## src/rtl/banyan_pkg.sv

```systemverilog
package banyan_pkg;

  // Distance between the two lines that an element of stage s joins.
  function automatic int unsigned span_of(input int unsigned k, input int unsigned s);
    return 1 << (k - 1 - s);
  endfunction

  // Tag bit examined by stage s.
  function automatic int unsigned exam_bit(input int unsigned k, input int unsigned s);
    return k - 1 - s;
  endfunction

  // Lower-numbered (upper) line of element e in stage s.
  function automatic int unsigned upper_line(input int unsigned k, input int unsigned s,
                                             input int unsigned e);
    int unsigned d;
    d = span_of(k, s);
    return (e / d) * 2 * d + (e % d);
  endfunction

endpackage

```

## src/rtl/banyan_elem.sv

```systemverilog
module banyan_elem #(
  parameter int unsigned TW  = 3,
  parameter int unsigned PW  = 8,
  parameter int unsigned SEL = 0
) (
  input  logic          a_v,
  input  logic [TW-1:0] a_tag,
  input  logic [PW-1:0] a_pay,
  input  logic          b_v,
  input  logic [TW-1:0] b_tag,
  input  logic [PW-1:0] b_pay,
  output logic          up_v,
  output logic [TW-1:0] up_tag,
  output logic [PW-1:0] up_pay,
  output logic          dn_v,
  output logic [TW-1:0] dn_tag,
  output logic [PW-1:0] dn_pay,
  output logic          clash
);

  logic a_bit, b_bit;
  logic a_up, a_dn, b_up, b_dn;

  always_comb begin
    a_bit  = a_tag[SEL];
    b_bit  = b_tag[SEL];
    // upper input has priority on the side it asks for
    a_up   = a_v & ~a_bit;
    a_dn   = a_v &  a_bit;
    b_up   = b_v & ~b_bit & ~a_up;
    b_dn   = b_v &  b_bit & ~a_dn;
    clash  = a_v & b_v & (a_bit == b_bit);
    up_v   = a_up | b_up;
    up_tag = a_up ? a_tag : b_tag;
    up_pay = a_up ? a_pay : b_pay;
    dn_v   = a_dn | b_dn;
    dn_tag = a_dn ? a_tag : b_tag;
    dn_pay = a_dn ? a_pay : b_pay;
  end

endmodule

```

## src/rtl/banyan_stage.sv

```systemverilog
module banyan_stage
  import banyan_pkg::*;
#(
  parameter int unsigned K  = 3,
  parameter int unsigned PW = 8,
  parameter int unsigned S  = 0,
  parameter int unsigned N  = 1 << K
) (
  input  logic          clk,
  input  logic          rst_n,
  input  logic [N-1:0]  in_v,
  input  logic [K-1:0]  in_tag [N],
  input  logic [PW-1:0] in_pay [N],
  input  logic [K-1:0]  in_blk,
  output logic [N-1:0]  out_v,
  output logic [K-1:0]  out_tag [N],
  output logic [PW-1:0] out_pay [N],
  output logic [K-1:0]  out_blk
);

  localparam int unsigned HALF = N / 2;
  localparam int unsigned BSEL = exam_bit(K, S);
  localparam int unsigned DIST = span_of(K, S);
  localparam int unsigned CW   = $clog2(N + 1);

  logic [N-1:0]    nx_v;
  logic [K-1:0]    nx_tag [N];
  logic [PW-1:0]   nx_pay [N];
  logic [HALF-1:0] clash;
  logic [K-1:0]    blk_nx;
  logic [CW-1:0]   survive_d, survive_q;

  for (genvar e = 0; e < HALF; e++) begin : g_elem
    localparam int unsigned LO = upper_line(K, S, e);
    localparam int unsigned HI = LO + DIST;
    banyan_elem #(.TW(K), .PW(PW), .SEL(BSEL)) u_elem (
      .a_v   (in_v[LO]),   .a_tag (in_tag[LO]), .a_pay (in_pay[LO]),
      .b_v   (in_v[HI]),   .b_tag (in_tag[HI]), .b_pay (in_pay[HI]),
      .up_v  (nx_v[LO]),   .up_tag(nx_tag[LO]), .up_pay(nx_pay[LO]),
      .dn_v  (nx_v[HI]),   .dn_tag(nx_tag[HI]), .dn_pay(nx_pay[HI]),
      .clash (clash[e])
    );
  end

  always_comb begin
    blk_nx    = in_blk;
    blk_nx[S] = in_blk[S] | (|clash);
  end

  // packets expected to leave this stage: arrivals minus one per clash
  assign survive_d = CW'($countones(in_v)) - CW'($countones(clash));

  always_ff @(posedge clk or negedge rst_n) begin
    if (!rst_n) begin
      out_v     <= '0;
      out_blk   <= '0;
      survive_q <= '0;
    end else begin
      out_v     <= nx_v;
      out_blk   <= blk_nx;
      survive_q <= survive_d;
    end
  end

  always_ff @(posedge clk) begin
    for (int l = 0; l < N; l++) begin
      out_tag[l] <= nx_tag[l];
      out_pay[l] <= nx_pay[l];
    end
  end


  reset_clear_chk: assert property (@(posedge clk)
    !rst_n |=> (out_v == '0 && out_blk == '0));


  pkt_count_chk: assert property (@(posedge clk) disable iff (!rst_n)
    $countones(out_v) == int'(survive_q));

  for (genvar l = 0; l < N; l++) begin : g_route
    localparam bit LBIT = ((l >> BSEL) & 1) == 1;

    route_bit_chk: assert property (@(posedge clk) disable iff (!rst_n)
      out_v[l] |-> (out_tag[l][BSEL] == LBIT));
  end

endmodule

```

## src/rtl/banyan_fabric.sv

```systemverilog
module banyan_fabric
  import banyan_pkg::*;
#(
  parameter int unsigned K  = 3,
  parameter int unsigned PW = 8
) (
  input  logic                    clk,
  input  logic                    rst_n,
  input  logic [(1<<K)-1:0]       in_valid,
  input  logic [(1<<K)*K-1:0]     in_tag,
  input  logic [(1<<K)*PW-1:0]    in_payload,
  output logic [(1<<K)-1:0]       out_valid,
  output logic [(1<<K)*PW-1:0]    out_payload,
  output logic [K-1:0]            out_blocked
);

  localparam int unsigned N = 1 << K;

  logic [N-1:0]  v_bus   [K+1];
  logic [K-1:0]  tag_bus [K+1][N];
  logic [PW-1:0] pay_bus [K+1][N];
  logic [K-1:0]  blk_bus [K+1];

  assign v_bus[0]   = in_valid;
  assign blk_bus[0] = '0;

  for (genvar l = 0; l < N; l++) begin : g_lines
    assign tag_bus[0][l]           = in_tag[l*K +: K];
    assign pay_bus[0][l]           = in_payload[l*PW +: PW];
    assign out_payload[l*PW +: PW] = pay_bus[K][l];
  end

  for (genvar s = 0; s < K; s++) begin : g_stage
    banyan_stage #(.K(K), .PW(PW), .S(s), .N(N)) u_stage (
      .clk     (clk),
      .rst_n   (rst_n),
      .in_v    (v_bus[s]),
      .in_tag  (tag_bus[s]),
      .in_pay  (pay_bus[s]),
      .in_blk  (blk_bus[s]),
      .out_v   (v_bus[s+1]),
      .out_tag (tag_bus[s+1]),
      .out_pay (pay_bus[s+1]),
      .out_blk (blk_bus[s+1])
    );
  end

  assign out_valid   = v_bus[K];
  assign out_blocked = blk_bus[K];

  for (genvar x = 0; x < N; x++) begin : g_dest

    dest_chk: assert property (@(posedge clk) disable iff (!rst_n)
      out_valid[x] |-> (tag_bus[K][x] == K'(x)));
  end

endmodule

```

## config.mk

```make
export PLATFORM = sky130hd
export DESIGN_NAME = banyan_fabric
export DESIGN_NICKNAME = d
export VERILOG_FILES = /design/src/rtl/banyan_pkg.sv /design/src/rtl/banyan_elem.sv /design/src/rtl/banyan_stage.sv /design/src/rtl/banyan_fabric.sv
export SDC_FILE = /design/constraint.sdc
export NUM_CORES = 1
export LEC_CHECK = 0
export BUFFER_PORTS_ARGS = -buffer_cell sky130_fd_sc_hd__clkbuf_2
export CAP_MARGIN = 20
export CORE_UTILIZATION = 50
export DETAILED_ROUTE_END_ITERATION = 10
export PLACE_DENSITY = 0.74
export SLEW_MARGIN = 20
export SYNTH_ARGS = -nofsm -noshare
export SYNTH_HDL_FRONTEND = slang
export SYNTH_SLANG_ARGS = --single-unit
```

## constraint.sdc

```tcl
create_clock -name clk -period 1.2 [get_ports clk]
set_input_delay 0.12 -clock clk [delete_from_list [all_inputs] [get_ports clk]]
set_output_delay 0.12 -clock clk [all_outputs]
set_load 0.05 [all_outputs]
```

* Yosys cells after proc, flatten, opt, wreduce, memory -nomap -nowiden
Index checks and enable logic that the tools add are counted.
Word-level totals: output and inout bits 75, register bits 246, word-level logic and storage cells 269, input bits 98
Operators by class: muxes and demuxes 40, bitwise logic cells 168, reduce and logical (&&, ||, !) cells 3, equality and inequality tests 12
Operator list (count):
- $mux W8 | 24
- $and A1 B1 Y1 | 96
- $not A1 Y1 | 48
- $or A1 B1 Y1 | 24
- $mux W2 | 8
- $eq A1 B1 Y1 | 12
- $reduce_or A4 Y1 | 3
- $mux W1 | 8

* Depth between registers and ports, before layout
word-level depth 5, mapped depth 3, mapped depth without buffers 3

* Modules after synthesis
Synthesis repeated with hierarchy kept, for this count alone.
Second synthesis, totals: cell total of the unflattened synthesis 691, area total of the unflattened synthesis 10281.1 µm²
Modules (own cells, without submodules):
- banyan_stage | sequential area each 2037.0 µm², cells an instance 102, times used 3, area an instance 2049.5 µm²
- banyan_elem | sequential area each 0.0 µm², cells an instance 32, times used 12, area an instance 344.1 µm²
- banyan_fabric | sequential area each 0.0 µm², cells an instance 1, times used 1, area an instance 3.8 µm²

* Worst setup path before layout
No wires, ideal clock.
kind flip-flop to flip-flop, start register g_stage[0].u_stage.out_tag[7] (netlist bit), end register g_stage[1].u_stage.out_pay[16] (netlist bit), setup time 121 ps, clock period less this slack 1036 ps, stages on the path, launching flop included 4, slack 164 ps, path buffers 1, data arrival time 916 ps, data required time 1079 ps, cell sequence dfxtp_1 -> nand2b_1 -> buf_6 -> mux2_2
Between the ends: cells in the longest elaborated chain, start to end 3
RTL lines:
- start, declared | RTL line banyan_stage.sv:16 | output logic [K-1:0] out_tag [N],
- start signal, assigned by index | RTL line banyan_stage.sv:67 | out_tag[l] <= nx_tag[l];
- $not A1 Y1 | RTL line banyan_elem.sv:28 | a_up = a_v & ~a_bit;
- $and A1 B1 Y1 | RTL line banyan_elem.sv:28
- $mux W8 | RTL line banyan_elem.sv:35 | up_pay = a_up ? a_pay : b_pay;
- via g_stage[1].u_stage.g_elem[3].u_elem.up_pay[0] | RTL line banyan_elem.sv:14 | output logic [PW-1:0] up_pay,
- end signal, assigned by index | RTL line banyan_stage.sv:68 | out_pay[l] <= nx_pay[l];
- end, declared | RTL line banyan_stage.sv:17 | output logic [PW-1:0] out_pay [N],
The timed path passes the listed nets, and every way through them passes these cells.

* Final worst setup path
start register g_stage[0].u_stage.out_tag[22] (netlist bit), end register g_stage[1].u_stage.out_pay[61] (netlist bit)
Between the ends: cells in the longest elaborated chain, start to end 3
RTL lines (RTL line):
- $not A1 Y1 | banyan_elem.sv:28
- $and A1 B1 Y1 | banyan_elem.sv:28
- $mux W8 | banyan_elem.sv:35
- via g_stage[1].u_stage.g_elem[0].u_elem.up_pay[5] | banyan_elem.sv:14
The timed path passes the listed nets, and every way through them passes these cells.

==> impl_summary.log <==
[metrics] Post-Place Cell Area: 0.00959 sq mm
[metrics] flip-flop and latch count after synthesis: 246
[metrics] Syn Nets: 678
[metrics] average cell area after synthesis: between 10 and 15 sq um
[metrics] actual slew at the worst max-slew pin: 0.419 ns
[metrics] reg-to-reg critical path startpoint: g_stage[0].u_stage.out_tag[22]
[metrics] post-route standard cell area excluding fillers: approximately 0.012 sq mm
[metrics] detailed router's first-iteration violation count: 264
[metrics] Final Hold Vio Count: 0
[metrics] number of buffers added on ports: 172
[metrics] Finish-stage setup viols: 21
[metrics] Post-CTS Setup Repair Bufs: 0
[metrics] Clk Latency, worst-skew pair: 0.50 ns
[metrics] switching power share of the total: between 20% and 30%
[metrics] Post-Layout Cell Count: 1,097
[metrics] area overhead of the layout relative to synthesis: 40.3%
[metrics] die outline area: 0.0173 sq mm
[metrics] clock share of power: approximately 35%
[metrics] RSZ-0062 raised after global routing: yes
[metrics] number of vias in the routed layout: 5,593
[metrics] Max Cap Viol: 0
[metrics] crit start category: flip-flop
[metrics] Max stage delay cell, worst path: dfxtp_1
[metrics] Final Slew Violations: 0
[metrics] First-pass DRT Iterations: 7
[metrics] total net switching power: 6.22 mW
[metrics] Int Power: 15.7 mW
[metrics] crit end category: flip-flop
[metrics] Routed WL per cell: 21.0 microns
[metrics] run status: finished with violations
[metrics] total chip power: around 22 mW
[metrics] Detail Route Antenna Nets: 0
[metrics] CTS tree: done
[metrics] starting utilization of the core area: approximately half
[metrics] sequential group share of total power: ~45%
[metrics] fill cell total of the finished layout: about 1,000
[metrics] antenna violations before repair: 1
[metrics] TritonCTS buffer count: 24
[metrics] largest buffer count on any clock path: 3
[metrics] Worst setup startpoint: g_stage[0].u_stage.out_tag[22]
[metrics] Crit path largest cell delay: 0.40 ns
[metrics] I/O Pins: 173
[metrics] final period demand of the worst path: 1.25 ns
[metrics] Worst Slack Setup Final: -0.0522 ns
[metrics] proportion of netlist area held by the largest area contributor: 51.5%
[metrics] clock tree skew after final layout: 0.0113 ns
[metrics] share of cells above drive strength 1: between 40 and 50%
[metrics] cell count after synthesis: 580
[metrics] total placed cells including tap cells: 966
[metrics] endpoint arrival time on the critical path: 1.63 ns
[metrics] violated checks: design-rule violations, negative setup slack
[metrics] total of warnings raised by yosys: 0
[metrics] share of power burned in combinational logic: 20.9%
[metrics] horizontal die dimension: 132 microns
[metrics] routability congestion estimate from global placement: 0.868
[metrics] post-placement worst setup slack: 0.0206 ns
[metrics] library cells used by synthesis: 15
[metrics] Total Nets Final: 956
[metrics] class of the tightest hold or removal check: input port to flip-flop
[metrics] register area share after synthesis: about three fifths
[metrics] clock transition at the registers of the reported paths: 0.07 ns
[metrics] Final period util: 104%
[metrics] combined area of all synthesized cells: about 0.0084 sq mm
[metrics] maximum level of the CTS H-tree: 1
[metrics] worst-path maximum fanout: 10
[metrics] via count of the first global-routing pass: 6,570
[metrics] WS Path Type: flip-flop to flip-flop
[metrics] Critical Path, Cell by Cell: nand2b_1 > buf_12 > mux2_2
[metrics] pin count of the biggest net entering global routing: 31
[metrics] routed wire length: between 20 and 25 mm
[metrics] die boundary height: 132 microns
[metrics] pwr dens: 1860 mW/mm^2
[metrics] reported leakage power: about 5.3 nW
[metrics] Max transition margin: 72.0%
[metrics] Num Clock Sinks: roughly 250
[metrics] Max Freq: 799 MHz
[metrics] grt total ovfl: 0
[metrics] ratio of routed vias to standard cells: 5.10
[metrics] top cells by area in the synthesized netlist: dfxtp_1, mux2_2, dfrtp_1
[metrics] area inside the core boundary: 0.0165 sq mm
[metrics] hold path startpoint: in_valid[1]
[metrics] global-route wire length before repair: between 30 and 40 mm
[metrics] area leader, netlist: dfxtp_1
[metrics] final HPWL from detailed placement: approximately 14 mm
[metrics] Clk Tree Root Cell: clkbuf_16
[metrics] overall track demand over capacity in global routing: 27.4%
[metrics] required arrival time at the worst endpoint: 1.58 ns
[metrics] cell row count: 47
[metrics] detailed-route DRC error count: 1
[metrics] worst IR drop on VDD: 0.00105 V
[metrics] post-route worst hold slack: 0.0368 ns
==> logic make-up (layout without fill, tap and decap cells) <==
family                    Yosys count  after routing  synth area share (%)
muxes                             216            216                  30.5
DFF                               246            246                  60.4
and+or+nand+nor                    63             63                  4.15
AOI/OAI and AO/OA                  12             12                 0.715
buffers and inverters              31            327                  2.95
xor gates and xnor gates           12             12                  1.25
other                               0              1                     0
==> area by class of cell <==
type	instances	area (sq um)	area share (%)
inverter	12	45.0	0.382
antenna	1	2.50	0.0212
clock buffer	34	729	6.19
sequential	246	5080	43.1
clock inverter	10	77.6	0.658
tap	220	275	2.33
timing repair buffer	271	2470	21.0
multi-input combinational	303	3110	26.3
==> state kept, by name (all words and copies together), names as in the netlist <==
| signal | flops |
|---|---|
| g_stage.u_stage.out_v | 24 |
| g_stage.u_stage.out_blk | 6 |
| g_stage.u_stage.out_pay | 192 |
| g_stage.u_stage.out_tag | 24 |
==> cells in the mapped netlist <==
library cell,instances
nand2b_4,4
nand3_1,12
buf_6,16
buf_4,3
xnor2_1,12
dfxtp_1,216
mux2_2,180
o21ai_0,12
nand2_2,12
inv_1,12
nand2_1,24
nand4_1,3
dfrtp_1,30
mux2_4,36
nand2b_1,8
==> power groups by stage <==
stage | Combinational (mW) | Sequential [mW] | Clock, mW
2_1_floorplan | 1.42 | 11.1 | 0
3_3_place_gp | 3.80 | 9.82 | 0
3_5_place_dp | 3.83 | 9.84 | 0
4_1_cts | 4.56 | 9.70 | 7.54
5_1_grt | 4.78 | 9.84 | 7.96
6_report | 4.58 | 9.76 | 7.54
==> placed cells by master, fill, tap and decap left out, types with 8 or more instances in the layout <==
cell,instances
dfxtp_1,212
mux2_2,180
dlygate4sd3_1,120
clkbuf_2,60
clkbuf_4,44
mux2_4,36
dfrtp_1,29
clkbuf_16,26
nand2_1,24
clkbuf_8,19
buf_4,14
xnor2_1,12
nand3_1,12
inv_1,12
buf_12,12
nand2_2,10
o21ai_0,10
clkinv_2,8
==> final timing paths <==
check,cells after the start,end,slack [ns]
min reg2reg,0,g_stage[1].u_stage.out_blk[0],0.35
max reg2reg,3,g_stage[1].u_stage.out_pay[61],-0.05
max in group asynchronous,3,g_stage[0].u_stage.out_v[5],0.69
min,3,g_stage[0].u_stage.out_blk[0],0.04
min in group asynchronous,3,g_stage[1].u_stage.out_v[1],0.19
max,3,g_stage[1].u_stage.out_pay[61],-0.05
==> repair_timing <==
| item | CTS | global route |
|---|---|---|
| endpoints found under the hold margin | 119 | 1 |
| resized for setup | 93 | 32 |
| hold buffers | 136 | 1 |
| endpoints found under the setup margin | 75 | 98 |
| gates cloned | 0 | 1 |
==> routing by layer <==
layer  global-route usage (%)  share of wire [%]  vias to the layer above
met5                        0                  0                        -
met1                     29.6                 38                     2702
li1                         -                  -                     2556
met4                     15.2                5.1                        0
met3                     5.05                5.5                       92
met2                     50.2                 52                      243
==> worst max-delay path: cells and delay by family, from the launching register on <==
kind / cells / cell delay (ns)
flops: 1 / 0.40
simple gates: 1 / 0.21
buf+inv: 1 / 0.15
mux: 1 / 0.36
==> per-stage QoR <==
stage	setup TNS (ns)	util [%]
6_report	-0.340	71.4
5_1_grt	-0.722	71.4
4_1_cts	0	72.9
3_5_place_dp	0	58.0
3_3_place_gp	0	58.0
2_1_floorplan	0	-
(Power assumes the default switching activity.)
